===== config.mk =====
export PLATFORM = sky130hd
export DESIGN_NAME = bin_db_conv
export DESIGN_NICKNAME = d
export VERILOG_FILES = /design/src/rtl/bdc_pkg.sv /design/src/rtl/bdc_power.sv /design/src/rtl/bdc_log2.sv /design/src/rtl/bdc_scale.sv /design/src/rtl/bin_db_conv.sv
export SDC_FILE = /design/constraint.sdc
export NUM_CORES = 2
export LEC_CHECK = 0
export ABC_AREA = 1
export BUFFER_PORTS_ARGS = -buffer_cell sky130_fd_sc_hd__buf_2
export CAP_MARGIN = 20
export CORE_MARGIN = 3
export CORE_UTILIZATION = 30
export CTS_BUF_LIST = sky130_fd_sc_hd__clkbuf_16
export CTS_CLUSTER_SIZE = 30
export DETAILED_ROUTE_END_ITERATION = 6
export GPL_ROUTABILITY_DRIVEN = 0
export MAX_ROUTING_LAYER = met4
export SLEW_MARGIN = 20
export SYNTH_ARGS = -nofsm -noshare
export SYNTH_HDL_FRONTEND = slang
export SYNTH_SLANG_ARGS = --single-unit
export TNS_END_PERCENT = 10

===== constraint.sdc =====
create_clock -name clk -period 7.6 [get_ports clk]
set_clock_uncertainty 0.2 [all_clocks]
set_input_delay 1.14 -clock clk [delete_from_list [all_inputs] [get_ports clk]]
set_output_delay 1.14 -clock clk [all_outputs]
set_load 0.03 [all_outputs]

===== src/rtl/bdc_pkg.sv =====
// Package: shared constants and the fractional log table for the
// bin-to-dB converter. Assumes a 3-bit mantissa index and 8 fractional
// bits in the base-2 logarithm.
package bdc_pkg;

    localparam int MANT_BITS = 3;       // mantissa bits that index the table
    localparam int LOG_FB    = 8;       // fractional bits of log2 result
    localparam int DB_K      = 12330;   // round(3.0103 * 2^16 * 16 / 256)
    localparam int DB_SHIFT  = 16;      // right shift after the scale multiply
    localparam int LATENCY   = 5;       // register stages from input to output

    // round(256 * log2(1 + m/8)) for the mantissa index m
    function automatic logic [LOG_FB-1:0] frac_lut(input logic [MANT_BITS-1:0] m);
        logic [LOG_FB-1:0] v;
        case (m)
            3'd0:    v = 8'd0;
            3'd1:    v = 8'd44;
            3'd2:    v = 8'd82;
            3'd3:    v = 8'd118;
            3'd4:    v = 8'd150;
            3'd5:    v = 8'd179;
            3'd6:    v = 8'd207;
            default: v = 8'd232;
        endcase
        return v;
    endfunction

endpackage


===== src/rtl/bdc_power.sv =====
// Module: bdc_power
// Squares both parts of a complex sample and sums them at full precision.
// Two register stages: products, then sum. Assumes two's complement inputs.
module bdc_power #(
    parameter int IN_W = 16,
    localparam int PRD_W = 2 * IN_W,
    localparam int PW    = 2 * IN_W + 1
) (
    input  logic                    clk,
    input  logic                    rst_n,
    input  logic signed [IN_W-1:0]  re,
    input  logic signed [IN_W-1:0]  im,
    output logic [PW-1:0]           pwr
);

    logic signed [PRD_W-1:0] re_x, im_x;
    logic [PRD_W-1:0]        sq_re, sq_im;

    assign re_x = PRD_W'(re);
    assign im_x = PRD_W'(im);

    // Stage 1: register the two squares
    always_ff @(posedge clk) begin
        if (!rst_n) begin
            sq_re <= '0;
            sq_im <= '0;
        end else begin
            sq_re <= $unsigned(re_x * re_x);
            sq_im <= $unsigned(im_x * im_x);
        end
    end

    // Stage 2: register their sum with one guard bit
    always_ff @(posedge clk) begin
        if (!rst_n) pwr <= '0;
        else        pwr <= {1'b0, sq_re} + {1'b0, sq_im};
    end

endmodule


===== src/rtl/bdc_log2.sv =====
// Module: bdc_log2
// Base-2 logarithm of an unsigned power value in fixed point.
// Stage 3 finds the leading-one index and the mantissa bits below it;
// stage 4 appends the fractional table entry. A zero flag travels along.
module bdc_log2
    import bdc_pkg::*;
#(
    parameter int PW = 33,
    localparam int IDX_W = $clog2(PW),
    localparam int LQ_W  = IDX_W + LOG_FB
) (
    input  logic             clk,
    input  logic             rst_n,
    input  logic [PW-1:0]    pwr,
    output logic [LQ_W-1:0]  lq,
    output logic             zero
);

    logic [IDX_W-1:0]     k_c, k_q;
    logic [IDX_W-1:0]     sh_c;
    logic [MANT_BITS-1:0] mant_c, mant_q;
    logic                 zero_c, zero_q;

    // Leading-one search: highest set bit wins
    always_comb begin
        k_c = '0;
        for (int i = 0; i < PW; i++) begin
            if (pwr[i]) k_c = IDX_W'(i);
        end
    end

    assign zero_c = (pwr == '0);
    assign sh_c   = IDX_W'(PW - 1) - k_c;
    assign mant_c = MANT_BITS'((pwr << sh_c) >> (PW - 1 - MANT_BITS));

    // Stage 3: register index, mantissa and zero flag
    always_ff @(posedge clk) begin
        if (!rst_n) begin
            k_q    <= '0;
            mant_q <= '0;
            zero_q <= 1'b1;
        end else begin
            k_q    <= k_c;
            mant_q <= mant_c;
            zero_q <= zero_c;
        end
    end

    // Stage 4: assemble integer and fractional log parts
    always_ff @(posedge clk) begin
        if (!rst_n) begin
            lq   <= '0;
            zero <= 1'b1;
        end else begin
            lq   <= {k_q, frac_lut(mant_q)};
            zero <= zero_q;
        end
    end

endmodule


===== src/rtl/bdc_scale.sv =====
// Module: bdc_scale
// Multiplies the fixed-point log2 value by 10*log10(2) and truncates
// to the output format. A zero-power flag forces the lowest code.
module bdc_scale
    import bdc_pkg::*;
#(
    parameter int LQ_W  = 14,
    parameter int OUT_W = 12,
    localparam int PROD_W = LQ_W + 15
) (
    input  logic              clk,
    input  logic              rst_n,
    input  logic [LQ_W-1:0]   lq,
    input  logic              zero,
    output logic [OUT_W-1:0]  db
);

    logic [PROD_W-1:0] prod;

    assign prod = PROD_W'(lq) * PROD_W'(DB_K);

    // Stage 5: register the scaled value or the minimum code
    always_ff @(posedge clk) begin
        if (!rst_n)    db <= '0;
        else if (zero) db <= '0;
        else           db <= OUT_W'(prod >> DB_SHIFT);
    end

endmodule


===== src/rtl/bin_db_conv.sv =====
// Module: bin_db_conv (top)
// Streams complex transform bins to log power in dB, one output per
// input, fixed latency of LATENCY cycles. Valid and last ride a delay
// line of the same depth, so frame markers stay aligned. No back-pressure.
module bin_db_conv
    import bdc_pkg::*;
#(
    parameter int IN_W  = 16,
    parameter int OUT_W = 12,
    localparam int PW    = 2 * IN_W + 1,
    localparam int IDX_W = $clog2(PW),
    localparam int LQ_W  = IDX_W + LOG_FB
) (
    input  logic                   clk,
    input  logic                   rst_n,
    input  logic                   in_valid,
    input  logic                   in_last,
    input  logic signed [IN_W-1:0] in_re,
    input  logic signed [IN_W-1:0] in_im,
    output logic                   out_valid,
    output logic                   out_last,
    output logic [OUT_W-1:0]       out_db
);

    logic [PW-1:0]   pwr;
    logic [LQ_W-1:0] lq;
    logic            zero;
    logic [LATENCY-1:0] v_sr, l_sr;

    bdc_power #(.IN_W(IN_W)) power_i (
        .clk(clk), .rst_n(rst_n), .re(in_re), .im(in_im), .pwr(pwr)
    );

    bdc_log2 #(.PW(PW)) log2_i (
        .clk(clk), .rst_n(rst_n), .pwr(pwr), .lq(lq), .zero(zero)
    );

    bdc_scale #(.LQ_W(LQ_W), .OUT_W(OUT_W)) scale_i (
        .clk(clk), .rst_n(rst_n), .lq(lq), .zero(zero), .db(out_db)
    );

    // Side-band delay line, one register per data stage
    genvar s;
    generate
        for (s = 0; s < LATENCY; s++) begin : g_side
            // Shift valid and qualified last forward by one stage
            always_ff @(posedge clk) begin
                if (!rst_n) begin
                    v_sr[s] <= 1'b0;
                    l_sr[s] <= 1'b0;
                end else if (s == 0) begin
                    v_sr[s] <= in_valid;
                    l_sr[s] <= in_valid & in_last;
                end else begin
                    v_sr[s] <= v_sr[(s == 0) ? 0 : s-1];
                    l_sr[s] <= l_sr[(s == 0) ? 0 : s-1];
                end
            end
        end
    endgenerate

    assign out_valid = v_sr[LATENCY-1];
    assign out_last  = l_sr[LATENCY-1];

endmodule


; ---- After elaboration in Yosys (flattened, before gate mapping)
; Index checks and enable logic that the tools add are counted.
[totals]
reg_bits = 144
in_bits = 36
out_inout_bits = 14
wordCells = 69
[op_classes]
n_addsub = 2
multipliers = 3
eq_ne = 6
n_shift = 1
n_mux = 33
bitwise_logic = 2
reduce_logical = 3
[ops]
columns = op, n
row1 = 6-bit two-way mux, 31
row2 = 16-bit by 16-bit multiplier with 32-bit output, 2
row3 = 8-bit one-hot mux with 7 select lines, 1
row4 = 32-bit by 32-bit adder with 33-bit output, 1
row5 = 33-bit zero test, 1
row6 = 33-bit by 6-bit left shift with 32-bit output, 1
row7 = 14-bit by 13-bit multiplier with 27-bit output (second input constant), 1
row8 = 3-bit equality test (second input constant), 3
row9 = 3-bit by 2-bit equality test with 1-bit output (second input constant), 2
row10 = 6-bit subtractor (first input constant), 1
row11 = 3-bit by 1-bit equality test with 1-bit output (second input constant), 1
row12 = 3-bit zero test, 1
row13 = 2-bit OR reduction, 1
row14 = 1-bit bitwise AND, 1
row15 = 1-bit two-way mux, 1
row16 = 1-bit inverter, 1

; ---- Longest topological paths before layout
[depth]
ltp_word = 34
ltp_mapped = 45
mapped_depth_nobuf = 44

; ---- Modules after synthesis
; Synthesis repeated with hierarchy kept, for this count alone.
[hier_totals]
hier_cells = 3971
area_unflattened_um2 = 29328.1
[by_module_without_submodules]
columns = mod, instances, cells_each, area_each_um2, seq_area_each_um2
row1 = bdc_power, 1, 3148, 23791.6, 1901.8
row2 = bdc_scale, 1, 416, 3196.8, 240.2
row3 = bdc_log2, 1, 376, 2043.2, 500.5
row4 = bin_db_conv, 1, 31, 296.5, 200.2

; ---- Worst setup path after synthesis
; OpenSTA, ideal clock, no wires.
[synth_path]
kind = input -> register
from = in in_re[10]
to = reg power_i.sq_re[30]
setup_time_ns = 0.070
arrival_ns = 6.793
required_ns = 7.330
setup_slack_ns = 0.537
path_stages = 32
path_buffers = 2
path_cell_list = clkbuf_1 clkbuf_1 nand2_1 fa_1 inv_1 fa_1 inv_1 fa_1 inv_1 fa_1 inv_1 fa_1 inv_1 fa_1 ha_1 nand2_1 inv_1 nand4_1 o211ai_1 a21oi_1 inv_1 a21oi_1 o21ai_1 nand3_1 nand2_1 nand3_1 nand2_1 nand2_1 nand2_1 a21oi_1 o21ai_1 a21oi_1
[synth_via]
elab_chain_cells = 1
[synth_lines]
columns = element, line
row1 = "start, declared", bin_db_conv.sv:18  ; input logic signed [IN_W-1:0] in_re,
row2 = 16-bit by 16-bit multiplier with 32-bit output, bdc_power.sv:28  ; sq_re <= $unsigned(re_x * re_x);
row3 = "end signal, assigned", bdc_power.sv:28
row4 = "end, declared", bdc_power.sv:17  ; logic [PRD_W-1:0] sq_re, sq_im;
; No other way between the ends.
; A chain may end at the register's enable or synchronous reset.

; ---- Worst setup path in the final report
[layout_path]
from = in in_re[3]
to = reg power_i.sq_re[29]
; The elaborated chain is that of the path after synthesis.

==> run summary <==
Yosys top cell by area: fa_1
Met2 wire len: 27,810 um
Worst Path Max Fanout: 16
Post-CTS setup buffer count: 0
Share of the synthesized area in the top cell type: 0.3849
Worst hold endpoint: out_valid
Clk sinks: 142
Reg2reg start: power_i.pwr[2]
Total wire length: 54,410 um
Max_slew headroom: 0.3845
Largest net degree at the start of global routing: 78
Worst EP required: 7.76 ns
Cell mode on critical path: inv_1
Syn avg cell area: 8.317 sq um
Status: complete, no violations
Share of layout cells above drive strength 1: 0.04355
Layout area overhead: 8.103%
Post-DR vias/cell: 4.330
Crit-path slowest cell: fa_1
Fillers: 9,096
H-tree levels: 4
Register area: 0.002843 sq mm
CTS Buf Count: 17
Top_reg_cell synth: dfxtp_1
CTS Root Cell: clkbuf_16
Syn_nets: 3,962
Worst endpoint data arrival time: 7.14 ns
Syn Inst Count: 3,121
DRT antenna net count: 0
Yosys cell types: 40
Buffers on Ports: 49
First-pass GRT wire length: 94,140 um
CTS max path bufs: 2
Vias in the first global route: 19,517
Worst hold stages: 2
Initial drt markers: 812
TritonCTS clock tree: yes
Die area: 0.09009 sq mm
Final Max Tran Viols: 0
# setup viols final: 0
Core ar.: 0.08541 sq mm
Starting Density: 0.3039
Initial antenna violation count: 1
Max Used Layer: met4
Yosys reg bits: 142
Register area share after synthesis: 0.1095
R2R setup slack: 2.11 ns
Clock-pin transition on the worst setup and hold timing paths: 0.06 ns
Synth top area cells: fa_1 38%, ha_1 15%, inv_1 14%
Multi-input logic area: 0.01922 sq mm
Hold Vio Cnt, Final: 0
Syn. warnings: 0
WL/cell: 12.68 um
Std cell rows: 107
Gr ovfl total: 0
# resized after CTS: 0
Worst-Skew Late Latency: 0.43 ns
Worst R2R End: log2_i.mant_q[1]
Actual slew at the worst max-slew pin: 0.9210 ns
Max stage delay on crit path: 0.54 ns
Die height: 300.1 um
DP Wirelength: 46,770 um
Setup TNS: 0 ns
Residual DRC: 0
DR vias: 18,582
Number of max-cap violations: 0
EDFF count, synth: 0
Gr usage total: 0.1316
Final #Nets: 3,974
Met1 wire length: 23,920 um
FFs w/ async S/R, synth: 0
Die W: 300.1 um
IO Pins: 50
Met3 Routed Length: 1326 um
Worst Reg-to-Reg Cells: 42
Crit share post-route: 0.9175
Fmax: 0.1434 GHz
Critical Path Source: in_re[3]
TritonRoute pass-1 iters: 5
CP Class: in2reg
Crit path launch type: input pin
Hold Startpoint: v_sr[3]
Placed cells: 4,258
Layout Cells excl Fill: 4,291
RSZ-0062 raised after global routing: false
CP endpoint kind: flop
Final Critical Period: 6.973 ns
Worst hold-check path type: reg2reg
Synth Cell Area: 0.02596 sq mm
Hold buffers post-CTS: 0
-- Yosys cell counts, types with 4 or more instances --
cell type / n
nor2_1: 91
xnor2_1: 23
buf_2: 4
o21bai_1: 6
nand2_1: 503
o211ai_1: 8
a31oi_1: 10
clkbuf_1: 71
o21ai_2: 6
inv_1: 945
or2_2: 14
dfxtp_1: 142
nand3_1: 98
o21ai_0: 71
ha_1: 306
nand2_2: 4
o21ai_1: 16
a21oi_2: 4
nor3_1: 9
o21a_1: 43
nand4_1: 10
nor4_1: 7
fa_1: 499
xor2_1: 11
a21oi_1: 197
-- worst max-delay path, delay by kind of cell --
family	cells	cell delay (ns)
simple gates	8	0.64
fa+ha+maj	7	3.08
compound gates	10	1.47
buf+inv	11	0.79
-- cells in the final DEF, fill, tap and decap left out, drive strengths merged, types with 11 or more instances in the layout --
master,n
xnor2,23
dfxtp,142
nand3,98
xor2,11
buf,74
inv,950
nand2,508
clkbuf,17
or2,14
o21a,43
ha,306
fa,499
o21ai,93
nor2,91
a21oi,201
-- sequential cells by signal (all words and copies together) (netlist names) --
register,cells
power_i.pwr,33
power_i.sq_im,31
power_i.sq_re,31
log2_i.lq,14
scale_i.db,12
log2_i.k_q,6
l_sr,4
v_sr,4
log2_i.mant_q,3
log2_i.zero,1
log2_i.zero_q,1
out_last,1
out_valid,1
-- cells by family after synthesis --
family,share of synthesized area
buffers and inverters,0.1500
XOR/XNOR,0.01147
AO/OA/AOI/OAI,0.08069
adder cells (fa/ha/maj),0.5324
flip-flops,0.1095
AND/OR/NAND/NOR,0.1159
-- how the worst max path moves through the flow --
stage / to / slack, ns / depth (start not counted)
after floorplan: power_i.sq_re[30] / 0.54 / 32
after global placement: power_i.sq_re[29] / 0.19 / 36
after detailed placement: power_i.sq_re[31] / 0.16 / 37
after CTS: power_i.sq_re[31] / 0.63 / 37
after global routing: power_i.sq_re[31] / 0.09 / 37
final: power_i.sq_re[29] / 0.63 / 36
-- per-layer routing --
metal | GRT usage | up-vias
li1 | - | 9288
met1 | 0.1605 | 9012
met2 | 0.2324 | 224
met3 | 0.01437 | 58
met4 | 0.03320 | 0
met5 | - | -
-- area by class of cell --
class	count	area share
Multi-Input combinational cell	1950	0.6850
Inverter	948	0.1268
Sequential cell	142	0.1013
Tap cell	1144	0.05101
Timing Repair Buffer	74	0.01543
Clock buffer	17	0.01516
Clock inverter	15	0.005217
Antenna cell	1	0.00008918
-- stage by stage --
stage                     instance area, sq um  utilization  setup slack, ns  hold slack, ns
after detailed placement                 27490       0.3218           0.1590          0.1961
final                                    28060       0.3285           0.6270          0.2098
after floorplan                          25960            -           0.5369          0.1905
after global placement                   27490       0.3218           0.1913          0.1934
after global routing                     28060       0.3285          0.09129          0.2273
after CTS                                28060       0.3285           0.6291          0.2108
Power is left out: the tool's default activity adds up to more than one toggle a clock period on the data nets, which glitch-free logic cannot reach.
